$ cat src/rtl/xc_pkg.sv
package xc_pkg;

    // Walker states
    typedef enum logic [1:0] {
        WS_IDLE  = 2'd0,
        WS_FETCH = 2'd1,
        WS_AWAIT = 2'd2,
        WS_RETRY = 2'd3
    } walk_state_e;

    // Bit of a table entry that marks it usable
    localparam int PTE_VALID_BIT = 0;

endpackage

$ cat src/rtl/xc_tag_store.sv
module xc_tag_store #(
    parameter int NUM_ENTRIES = 16,
    parameter int VPN_W       = 20,
    parameter int PPN_W       = 20,
    localparam int IDX_W      = $clog2(NUM_ENTRIES)
) (
    input  logic                   clk,
    input  logic                   rst_n,
    input  logic                   flush_i,
    input  logic [VPN_W-1:0]       lk_vpn_i,
    output logic                   lk_hit_o,
    output logic [PPN_W-1:0]       lk_ppn_o,
    input  logic                   wr_en_i,
    input  logic [IDX_W-1:0]       wr_idx_i,
    input  logic [VPN_W-1:0]       wr_vpn_i,
    input  logic [PPN_W-1:0]       wr_ppn_i,
    output logic [NUM_ENTRIES-1:0] valid_vec_o
);

    logic [NUM_ENTRIES-1:0] valid_q;
    logic [VPN_W-1:0]       tag_q [NUM_ENTRIES];
    logic [PPN_W-1:0]       ppn_q [NUM_ENTRIES];
    logic [NUM_ENTRIES-1:0] match;

    // Flush has priority over a same-cycle install
    always_ff @(posedge clk) begin
        if (!rst_n) begin
            valid_q <= '0;
            for (int i = 0; i < NUM_ENTRIES; i++) begin
                tag_q[i] <= '0;
                ppn_q[i] <= '0;
            end
        end else begin
            for (int i = 0; i < NUM_ENTRIES; i++) begin
                if (flush_i) begin
                    valid_q[i] <= 1'b0;
                end else if (wr_en_i && (wr_idx_i == IDX_W'(i))) begin
                    valid_q[i] <= 1'b1;
                    tag_q[i]   <= wr_vpn_i;
                    ppn_q[i]   <= wr_ppn_i;
                end
            end
        end
    end

    // Parallel compare across all slots
    generate
        for (genvar g = 0; g < NUM_ENTRIES; g++) begin : g_cmp
            assign match[g] = valid_q[g] && (tag_q[g] == lk_vpn_i);
        end
    endgenerate

    always_comb begin
        lk_ppn_o = '0;
        for (int i = 0; i < NUM_ENTRIES; i++) begin
            if (match[i]) lk_ppn_o = lk_ppn_o | ppn_q[i];
        end
    end

    assign lk_hit_o    = |match;
    assign valid_vec_o = valid_q;


    single_match_chk: assert property (@(posedge clk) disable iff (!rst_n)
        $onehot0(match));


    flush_clear_chk: assert property (@(posedge clk) disable iff (!rst_n)
        flush_i |=> (valid_q == '0));


    install_marks_chk: assert property (@(posedge clk) disable iff (!rst_n)
        (wr_en_i && !flush_i) |=> valid_q[$past(wr_idx_i)]);

endmodule

$ cat src/rtl/xc_victim_sel.sv
module xc_victim_sel #(
    parameter int NUM_ENTRIES = 16,
    localparam int IDX_W      = $clog2(NUM_ENTRIES)
) (
    input  logic                   clk,
    input  logic                   rst_n,
    input  logic [NUM_ENTRIES-1:0] valid_vec_i,
    input  logic                   use_i,
    output logic [IDX_W-1:0]       victim_o
);

    localparam logic [IDX_W-1:0] LAST_IDX = IDX_W'(NUM_ENTRIES - 1);

    logic             any_free;
    logic [IDX_W-1:0] free_idx;
    logic [IDX_W-1:0] rr_q;

    // Lowest empty slot: scan from the top so the lowest wins
    always_comb begin
        any_free = 1'b0;
        free_idx = '0;
        for (int i = NUM_ENTRIES - 1; i >= 0; i--) begin
            if (!valid_vec_i[i]) begin
                any_free = 1'b1;
                free_idx = IDX_W'(i);
            end
        end
    end

    assign victim_o = any_free ? free_idx : rr_q;

    always_ff @(posedge clk) begin
        if (!rst_n) begin
            rr_q <= '0;
        end else if (use_i && !any_free) begin
            rr_q <= (rr_q == LAST_IDX) ? '0 : rr_q + 1'b1;
        end
    end


    victim_free_chk: assert property (@(posedge clk) disable iff (!rst_n)
        (use_i && !(&valid_vec_i)) |-> !valid_vec_i[victim_o]);

endmodule

$ cat src/rtl/xc_walk_ctrl.sv
module xc_walk_ctrl
    import xc_pkg::*;
#(
    parameter int VA_W      = 32,
    parameter int PAGE_BITS = 12,
    localparam int VPN_W    = VA_W - PAGE_BITS
) (
    input  logic             clk,
    input  logic             rst_n,
    input  logic             flush_i,
    input  logic [VA_W-1:0]  pt_root_i,
    input  logic             req_valid_i,
    input  logic [VA_W-1:0]  req_vaddr_i,
    output logic             req_ready_o,
    output logic [VPN_W-1:0] lk_vpn_o,
    input  logic             lk_hit_i,
    input  logic [VPN_W-1:0] lk_ppn_i,
    output logic             inst_en_o,
    output logic [VPN_W-1:0] inst_vpn_o,
    output logic [VPN_W-1:0] inst_ppn_o,
    output logic             mem_req_valid_o,
    output logic [VA_W-1:0]  mem_req_addr_o,
    input  logic             mem_req_ready_i,
    input  logic             mem_resp_valid_i,
    input  logic [VA_W-1:0]  mem_resp_data_i,
    output logic             resp_valid_o,
    output logic [VA_W-1:0]  resp_paddr_o,
    output logic             resp_fault_o
);

    walk_state_e state_q, state_d;

    logic [VA_W-1:0] vaddr_q;
    logic [VA_W-1:0] root_q;
    logic            accept;
    logic            pte_ok;
    logic            resp_valid_q, resp_fault_q;
    logic [VA_W-1:0] resp_paddr_q;
    logic            unused_pte_bits;

    assign pte_ok          = mem_resp_data_i[PTE_VALID_BIT];
    assign unused_pte_bits = ^mem_resp_data_i[PAGE_BITS-1:1];

    // State register
    always_ff @(posedge clk) begin
        if (!rst_n) state_q <= WS_IDLE;
        else        state_q <= state_d;
    end

    // Next state and outputs
    always_comb begin
        state_d         = state_q;
        req_ready_o     = 1'b0;
        mem_req_valid_o = 1'b0;
        inst_en_o       = 1'b0;
        lk_vpn_o        = vaddr_q[VA_W-1:PAGE_BITS];
        accept          = 1'b0;
        unique case (state_q)
            WS_IDLE: begin
                req_ready_o = !flush_i;
                lk_vpn_o    = req_vaddr_i[VA_W-1:PAGE_BITS];
                accept      = req_valid_i && !flush_i;
                if (accept && !lk_hit_i) state_d = WS_FETCH;
            end
            WS_FETCH: begin
                mem_req_valid_o = 1'b1;
                if (mem_req_ready_i) state_d = WS_AWAIT;
            end
            WS_AWAIT: begin
                if (mem_resp_valid_i) begin
                    inst_en_o = pte_ok;
                    state_d   = pte_ok ? WS_RETRY : WS_IDLE;
                end
            end
            WS_RETRY: begin
                state_d = lk_hit_i ? WS_IDLE : WS_FETCH;
            end
            default: state_d = WS_IDLE;
        endcase
    end

    assign inst_vpn_o     = vaddr_q[VA_W-1:PAGE_BITS];
    assign inst_ppn_o     = mem_resp_data_i[VA_W-1:PAGE_BITS];
    assign mem_req_addr_o = root_q + {{(PAGE_BITS-2){1'b0}}, vaddr_q[VA_W-1:PAGE_BITS], 2'b00};

    // Request capture and registered response
    always_ff @(posedge clk) begin
        if (!rst_n) begin
            vaddr_q      <= '0;
            root_q       <= '0;
            resp_valid_q <= 1'b0;
            resp_fault_q <= 1'b0;
            resp_paddr_q <= '0;
        end else begin
            resp_valid_q <= 1'b0;
            resp_fault_q <= 1'b0;
            if (accept) begin
                vaddr_q <= req_vaddr_i;
                root_q  <= pt_root_i;
                if (lk_hit_i) begin
                    resp_valid_q <= 1'b1;
                    resp_paddr_q <= {lk_ppn_i, req_vaddr_i[PAGE_BITS-1:0]};
                end
            end
            if (state_q == WS_AWAIT && mem_resp_valid_i && !pte_ok) begin
                resp_valid_q <= 1'b1;
                resp_fault_q <= 1'b1;
                resp_paddr_q <= '0;
            end
            if (state_q == WS_RETRY && lk_hit_i) begin
                resp_valid_q <= 1'b1;
                resp_paddr_q <= {lk_ppn_i, vaddr_q[PAGE_BITS-1:0]};
            end
        end
    end

    assign resp_valid_o = resp_valid_q;
    assign resp_fault_o = resp_fault_q;
    assign resp_paddr_o = resp_paddr_q;


    mem_hold_chk: assert property (@(posedge clk) disable iff (!rst_n)
        (mem_req_valid_o && !mem_req_ready_i) |=> (mem_req_valid_o && $stable(mem_req_addr_o)));


    retry_hit_chk: assert property (@(posedge clk) disable iff (!rst_n)
        (state_q == WS_AWAIT && mem_resp_valid_i && pte_ok && !flush_i) |=> lk_hit_i);


    fault_resp_chk: assert property (@(posedge clk) disable iff (!rst_n)
        (state_q == WS_AWAIT && mem_resp_valid_i && !pte_ok) |=> (resp_valid_o && resp_fault_o));


    busy_ready_chk: assert property (@(posedge clk) disable iff (!rst_n)
        mem_req_valid_o |-> !req_ready_o);


    fault_has_valid_chk: assert property (@(posedge clk) disable iff (!rst_n)
        resp_fault_o |-> resp_valid_o);

endmodule

$ cat src/rtl/xlate_cache.sv
module xlate_cache #(
    parameter int NUM_ENTRIES = 16,
    parameter int VA_W        = 32,
    parameter int PAGE_BITS   = 12
) (
    input  logic            clk,
    input  logic            rst_n,
    input  logic            flush_i,
    input  logic [VA_W-1:0] pt_root_i,
    input  logic            req_valid_i,
    input  logic [VA_W-1:0] req_vaddr_i,
    output logic            req_ready_o,
    output logic            resp_valid_o,
    output logic [VA_W-1:0] resp_paddr_o,
    output logic            resp_fault_o,
    output logic            mem_req_valid_o,
    output logic [VA_W-1:0] mem_req_addr_o,
    input  logic            mem_req_ready_i,
    input  logic            mem_resp_valid_i,
    input  logic [VA_W-1:0] mem_resp_data_i
);

    localparam int VPN_W = VA_W - PAGE_BITS;
    localparam int IDX_W = $clog2(NUM_ENTRIES);

    logic [VPN_W-1:0]       lk_vpn, lk_ppn, inst_vpn, inst_ppn;
    logic                   lk_hit, inst_en;
    logic [IDX_W-1:0]       victim;
    logic [NUM_ENTRIES-1:0] valid_vec;

    xc_walk_ctrl #(
        .VA_W      (VA_W),
        .PAGE_BITS (PAGE_BITS)
    ) u_walk (
        .clk              (clk),
        .rst_n            (rst_n),
        .flush_i          (flush_i),
        .pt_root_i        (pt_root_i),
        .req_valid_i      (req_valid_i),
        .req_vaddr_i      (req_vaddr_i),
        .req_ready_o      (req_ready_o),
        .lk_vpn_o         (lk_vpn),
        .lk_hit_i         (lk_hit),
        .lk_ppn_i         (lk_ppn),
        .inst_en_o        (inst_en),
        .inst_vpn_o       (inst_vpn),
        .inst_ppn_o       (inst_ppn),
        .mem_req_valid_o  (mem_req_valid_o),
        .mem_req_addr_o   (mem_req_addr_o),
        .mem_req_ready_i  (mem_req_ready_i),
        .mem_resp_valid_i (mem_resp_valid_i),
        .mem_resp_data_i  (mem_resp_data_i),
        .resp_valid_o     (resp_valid_o),
        .resp_paddr_o     (resp_paddr_o),
        .resp_fault_o     (resp_fault_o)
    );

    xc_tag_store #(
        .NUM_ENTRIES (NUM_ENTRIES),
        .VPN_W       (VPN_W),
        .PPN_W       (VPN_W)
    ) u_store (
        .clk         (clk),
        .rst_n       (rst_n),
        .flush_i     (flush_i),
        .lk_vpn_i    (lk_vpn),
        .lk_hit_o    (lk_hit),
        .lk_ppn_o    (lk_ppn),
        .wr_en_i     (inst_en),
        .wr_idx_i    (victim),
        .wr_vpn_i    (inst_vpn),
        .wr_ppn_i    (inst_ppn),
        .valid_vec_o (valid_vec)
    );

    xc_victim_sel #(
        .NUM_ENTRIES (NUM_ENTRIES)
    ) u_victim (
        .clk         (clk),
        .rst_n       (rst_n),
        .valid_vec_i (valid_vec),
        .use_i       (inst_en && !flush_i),
        .victim_o    (victim)
    );

endmodule

$ cat config.mk
export PLATFORM = sky130hd
export DESIGN_NAME = xlate_cache
export DESIGN_NICKNAME = d
export VERILOG_FILES = /design/src/rtl/xc_pkg.sv /design/src/rtl/xc_tag_store.sv /design/src/rtl/xc_victim_sel.sv /design/src/rtl/xc_walk_ctrl.sv /design/src/rtl/xlate_cache.sv
export SDC_FILE = /design/constraint.sdc
export NUM_CORES = 1
export LEC_CHECK = 0
export ABC_AREA = 1
export BUFFER_PORTS_ARGS = -buffer_cell sky130_fd_sc_hd__buf_4
export CAP_MARGIN = 20
export CORE_MARGIN = 2
export CORE_UTILIZATION = 45
export DETAILED_ROUTE_END_ITERATION = 10
export GPL_TIMING_DRIVEN = 1
export SLEW_MARGIN = 10
export SYNTH_ARGS = -nofsm -noshare
export SYNTH_HDL_FRONTEND = slang
export SYNTH_HIERARCHICAL = 1
export SYNTH_SLANG_ARGS = --single-unit
$ cat constraint.sdc
create_clock -name clk -period 5.3 [get_ports clk]
set_clock_uncertainty 0.2 [all_clocks]
set_input_delay 0.53 -clock clk [delete_from_list [all_inputs] [get_ports clk]]
set_output_delay 0.53 -clock clk [all_outputs]
set_load 0.02 [all_outputs]
==> flow_metrics.tcl, run 1 <==
set metrics [dict create \
    hpwl_mm 74.1 \
    drv_slew 0 \
    critPathCaptureType "flip-flop" \
    dr.pass1.iters 6 \
    hold_viol_final 0 \
    io_pins 170 \
    clk_pin_slew_ps 60 \
    cp_cell_sequence "nor2_4, inv_2, nand2_1, nand2_1, buf_4, inv_1, buf_4, o21ai_0, nor2_1, nand2_1, nor2_1, nand3_2, nand4_1, nor2_1, nand2_1, nand3_1, nand3_4, nand2_2, o21ai_1" \
    cts_resized 0 \
    drc_errors 0 \
    place_area_sq_um 39700 \
    crit_required_ps 5610 \
    setup_violations 0 \
    total_power_mw 14.7 \
    start_util_pct 45.3 \
    synth.most_common_cell "nor2_1" \
    synth_cell_types 41 \
    holdBufCountCts 64 \
    wl_per_cell_um 19.6 \
    clock_latency_ps 650 \
    fp.dieW_um 293 \
    antenna_found_initial 0 \
    synth_area_sq_um 37700 \
    hold_ws_ps 56.4 \
    postCtsSetupBuffers 0 \
    cts_root_buf "clkbuf_16" \
    crit_slowest_cell "nand2_2" \
    clkSinkCount 760 \
    fin_crit_sh_pct 85.7 \
    cts_tree "done" \
    die_h_um 293 \
    start_kind "flip-flop" \
    ys_seq_area_share_pct 57.3 \
    rsz0062_at_grt "no" \
    grt_first_pass_wirelength_mm 169 \
    grt_pass1_vias 27600 \
    design.die.area_sq_um 86100 \
    timing.fmax_mhz 220 \
    syn_nets 4672 \
    worstPathArrival_ps 4850 \
    critPathMaxFanout 26 \
    nFillCells 7714 \
    synth_largest_area_cell "edfxtp_1" \
    tightestPinTransition_ps 948 \
    grt_max_degree 88 \
    min_path_cells 4 \
    finalSetupTns_ps 0 \
    syn_inst 4548 \
    drive_gt1_share_pct 9.56 \
    wirelength_mm 115 \
    crit_type "flip-flop to flip-flop" \
    cts_buffer_depth 3 \
    slew_headroom_pct 36.6 \
    yosys-top-cells-area "edfxtp_1 (51%), nor2_1 (12%), nand2_1 (10%)" \
    maxCapViolCount 0 \
    ys_ff_latch 760 \
    gp_congestion 0.904 \
    via_count 29600 \
    numCtsBuffers 81 \
    netlist_top_cells_count "nor2_1 (1246), nand2_1 (1049), inv_1 (648)" \
    ys_warn_count 6 \
    overflow 0 \
    yosys_most_used_dff "edfxtp_1" \
    finish.utilization_pct 51.5 \
    avgSynthCellArea_sq_um 8.29 \
    final_antenna_net_count 0 \
    synth_top_area_share_pct 51.0 \
    vdd_drop_max_mv 0.307 \
    design.core.area_sq_um 83300 \
    powerDensity_nw_per_um2 342 \
    critPathMaxStageDelay_ps 530 \
    cp_common_cell "nand2_1" \
    nets 4818 \
    initialDrtViolationCount 2741 \
    status "finished, final reports clean" \
    leakagePower_nw 19.2 \
    fin_crit_ps 4540 \
    synth_edf_count 640 \
    grt_usage_pct 26.3 \
    min-delay-path-class "input port to flip-flop" \
    reg2reg_depth 19 \
    vias_per_cell 5.06 \
    htree_levels 3 \
    diodes 0 \
    io_buffers 158 \
    rows 106 \
    final_area_sq_um 42900 \
    area_growth_pct 13.9 \
    synthArstFlopShare_pct 0 \
]
==> state kept, by name, summed over array words and instances, names as in the netlist <==
| name | cells |
|---|---|
| u_walk/resp_valid_o | 1 |
| u_walk/vaddr_q | 32 |
| u_walk/state_q | 2 |
| u_store/ppn_q | 320 |
| u_victim/rr_q | 4 |
| u_walk/resp_fault_o | 1 |
| u_walk/resp_paddr_o | 32 |
| u_walk/root_q | 32 |
| u_store/tag_q | 320 |
| u_store/valid_vec_o | 16 |
==> through the flow <==
stage	cells	setup slack, ps
2_1_floorplan	4548	270
3_3_place_gp	5627	961
3_5_place_dp	5627	892
4_1_cts	5839	838
5_1_grt	5839	415
6_report	5839	757
==> critical path, delay by kind of cell, from the launching register on <==
| kind | cells | cell delay, ps |
|---|---|---|
| buf+inv | 4 | 1330 |
| simple gates | 13 | 2100 |
| flops | 1 | 420 |
| compound gates | 2 | 320 |
==> report_power, final <==
group,switching (mW),total (mW),internal [mW]
Combinational,1.54,2.18,0.638
Sequential,0.143,6.96,6.81
Clock,2.45,5.54,3.09
Total,4.13,14.7,10.5
==> cells by family after synthesis <==
| group | share of synthesized area [%] |
|---|---|
| AO/OA/AOI/OAI | 4.30 |
| adder cells (fa/ha/maj) | 0.750 |
| buffers and inverters | 10.3 |
| XOR/XNOR | 1.67 |
| AND/OR/NAND/NOR | 25.6 |
| flip-flops | 57.3 |
==> routing by layer <==
metal / GRT usage (%) / share of wire, %
met1: 35.4 / 42
met2: 43.9 / 47
met3: 4.59 / 8.5
met5: 0 / 0
met4: 7.49 / 2.8
==> cell usage in the layout, fill, tap and decap left out, drive strengths merged, types with 3 or more instances in the layout <==
| cell type | netlist | final |
|---|---|---|
| nor2 | 1274 | 1274 |
| nand2 | 1051 | 1051 |
| inv | 661 | 664 |
| edfxtp | 640 | 640 |
| buf | 142 | 252 |
| o21ai | 242 | 242 |
| dfxtp | 120 | 120 |
| clkbuf | 111 | 112 |
| nand3 | 95 | 95 |
| dlygate4sd3 | 0 | 64 |
| a21oi | 46 | 46 |
| xnor2 | 44 | 44 |
| clkinv | 1 | 31 |
| xor2 | 28 | 28 |
| ha | 21 | 21 |
| nor3 | 20 | 20 |
| nand4 | 16 | 16 |
| o211ai | 12 | 12 |
| or2 | 9 | 9 |
| a31oi | 3 | 3 |
==> final timing paths <==
path	from	endpoint	slack (ps)
setup reg to reg	u_walk/state_q[1]	u_walk/resp_paddr_o[23]	760
hold reg to reg	u_walk/resp_paddr_o[15]	u_walk/resp_paddr_o[15]	280
hold / removal	mem_resp_valid_i	u_walk/state_q[1]	60
setup / recovery	u_walk/state_q[1]	u_walk/resp_paddr_o[23]	760
==> layout make-up <==
class                   count  area [sq um]  share of cell area [%]
clock buffers             112          2240                    5.23
clock inverters            36           314                   0.732
inverters                 662          2480                    5.79
multi-input cells        2873         12300                    28.6
flip-flops and latches    760         21600                    50.4
well taps                1080          1350                    3.15
repair buffers            316          2620                    6.11
No activity file was read; power rests on OpenSTA's default activity.
==> inputs of run 2 (changes only) <==
==> constraint.sdc (replaced) <==
create_clock -name clk -period 5.3 [get_ports clk]
set_clock_uncertainty 0.2 [all_clocks]
set_input_delay 0.795 -clock clk [delete_from_list [all_inputs] [get_ports clk]]
set_output_delay 0.795 -clock clk [all_outputs]
set_load 0.02 [all_outputs]
==> run 2 against run 1 <==
Cell count shrank 0.98%. Sequential power about the same. Power increased by 1.4%. Combinational power about the same. Hold slack better by 110 ps. Sequential cell count stayed put. Global-route usage rose by 0.25 points. Largest cell class unchanged.
==> flow_metrics.tcl, run 2 (synthesis gave the netlist of run 1 again) <==
set metrics [dict create \
    status "finished, final reports clean" \
    crit_slowest_cell "inv_1" \
    wirelength_mm 115 \
    wl_met3_mm 10.3 \
    crit_required_ps 5600 \
    worst_slack_ps 654 \
    io_pins 170 \
    grt_first_pass_wirelength_mm 170 \
    leakagePower_nw 19.0 \
    path_buf_inv 4 \
    htree_levels 3 \
    tightestPinTransition_ps 978 \
    fin_crit_sh_pct 87.7 \
    diodes 0 \
    critPathCaptureType "flip-flop" \
    slew_headroom_pct 34.6 \
    io_buffers 158 \
    grt_max_degree 71 \
    postCtsSetupBuffers 0 \
    die_h_um 293 \
    vias_per_cell 5.09 \
    start_util_pct 45.3 \
    hold_viol_final 0 \
    vdd_drop_max_mv 0.255 \
    worstSetupStartpoint "u_walk/state_q[1]" \
    clock_latency_ps 650 \
    cp_top_family "simple AND/OR/NAND/NOR gates" \
    cts_buffer_depth 3 \
    layout_common_cells "nor2_1 (1246), nand2_1 (1036), inv_1 (648), edfxtp_1 (640), buf_4 (244)" \
    crit_type "flip-flop to flip-flop" \
    place_ws_ps 709 \
    cts_tree "done" \
    start_kind "flip-flop" \
    routed.top_layer "met4" \
    reg_top3 "u_store/ppn_q x320, u_store/tag_q x320" \
    powerDensity_nw_per_um2 350 \
    cp_cell_sequence "nor2_4, buf_4, inv_2, nand2_1, nand2_1, inv_1, buf_4, nand2_1, o21ai_0, nor2_1, nand2_1, nor2_1, nand3_2, nand4_1, nor2_1, nand2_1, nand3_1, nand3_4, nand2_2, o21ai_1" \
    rows 106 \
    clkSinkCount 760 \
    wl_per_cell_um 19.8 \
    initialDrtViolationCount 2858 \
    cts_resized 0 \
    final_area_sq_um 42500 \
    holdBufCountCts 0 \
    design.core.area_sq_um 83300 \
    antenna_found_initial 1 \
    clk_pin_slew_ps 70 \
    drive_gt1_share_pct 9.89 \
    worstPathArrival_ps 4950 \
    met1Wirelength_mm 46.9 \
    timing.fmax_mhz 215 \
    fp.dieW_um 293 \
    stdcell_count 5782 \
    final_antenna_net_count 0 \
    worstHoldStart "pt_root_i[15]" \
    numCtsBuffers 82 \
    dr.pass1.iters 6 \
    grt_pass1_vias 27700 \
    critPathMaxStageDelay_ps 700 \
    gp_congestion 0.896 \
    rsz0062_at_grt "no" \
    dr_wl_met2_mm 53.5 \
    layout_commonest_cell "nor2_1" \
    r2r-start "u_walk/state_q[1]" \
    design.die.area_sq_um 86100 \
    place_area_sq_um 39800 \
    maxCapViolCount 0 \
    fin_crit_ps 4650 \
    drv_slew 0 \
    area_growth_pct 12.7 \
    min-delay-path-class "input port to flip-flop" \
    setup_violations 0 \
    critPathMaxFanout 26 \
    overflow 0 \
    nets 4757 \
    drc_errors 0 \
    grt_usage_pct 26.6 \
    cp_common_cell "nand2_1" \
    finalSetupTns_ps 0 \
    via_count 29400 \
    dp_cells 5629 \
    cts_root_buf "clkbuf_16" \
    hpwl_mm 74.3 \
]
==> run 2: cell types whose count changed in the layout (fill, tap and decap cells not counted), sizes merged, moves of 2 or more <==
cell         before  now
dlygate4sd3      64    0
clkbuf          112  119
clkinv           31   26
bufinv            2    5
buf             252  254
==> run 2: per-layer routing <==
layer / track usage [%] / vias up
li1: - / 14200
met5: 0 / -
met1: 35.2 / 13800
met4: 9.74 / 0
met3: 4.16 / 227
met2: 44.2 / 1244
==> run 2: tightest hold or removal path: stages <==
cell and delay (ps):
buf_4 80, nor2_1 30, nor2_1 80
==> run 2: report_power, final <==
part | leakage (nW) | internal, mW | total, mW | switching [mW]
Clock | 1.32 | 3.33 | 5.77 | 2.44
Combinational | 10.4 | 0.614 | 2.15 | 1.54
Sequential | 7.30 | 6.81 | 6.96 | 0.143
==> run 2: stage by stage <==
| step | power, mW | util (%) | hold slack, ps |
|---|---|---|---|
| final | 14.9 | 51.0 | 169 |
| after global routing | 15.4 | 51.0 | 172 |
| after CTS | 14.9 | 51.0 | 142 |
| after detailed placement | 9.20 | 47.7 | 269 |
| after global placement | 9.17 | 47.7 | 256 |
| after floorplan | 8.39 | - | 245 |
==> run 2: worst paths after layout <==
kind	cells after the start	slack [ps]	endpoint
max	20	650	u_walk/resp_paddr_o[14]
min	3	170	u_walk/root_q[15]
max reg2reg	20	650	u_walk/resp_paddr_o[14]
min reg2reg	2	280	u_walk/resp_paddr_o[21]
==> run 2: final cells by class <==
type	instances	area, sq um
Fill cell	7885	40800
Sequential cell	760	21600
Multi-Input combinational cell	2873	12300
Inverter	662	2480
Clock buffer	119	2330
Timing Repair Buffer	254	2020
Tap cell	1080	1350
Clock inverter	34	377
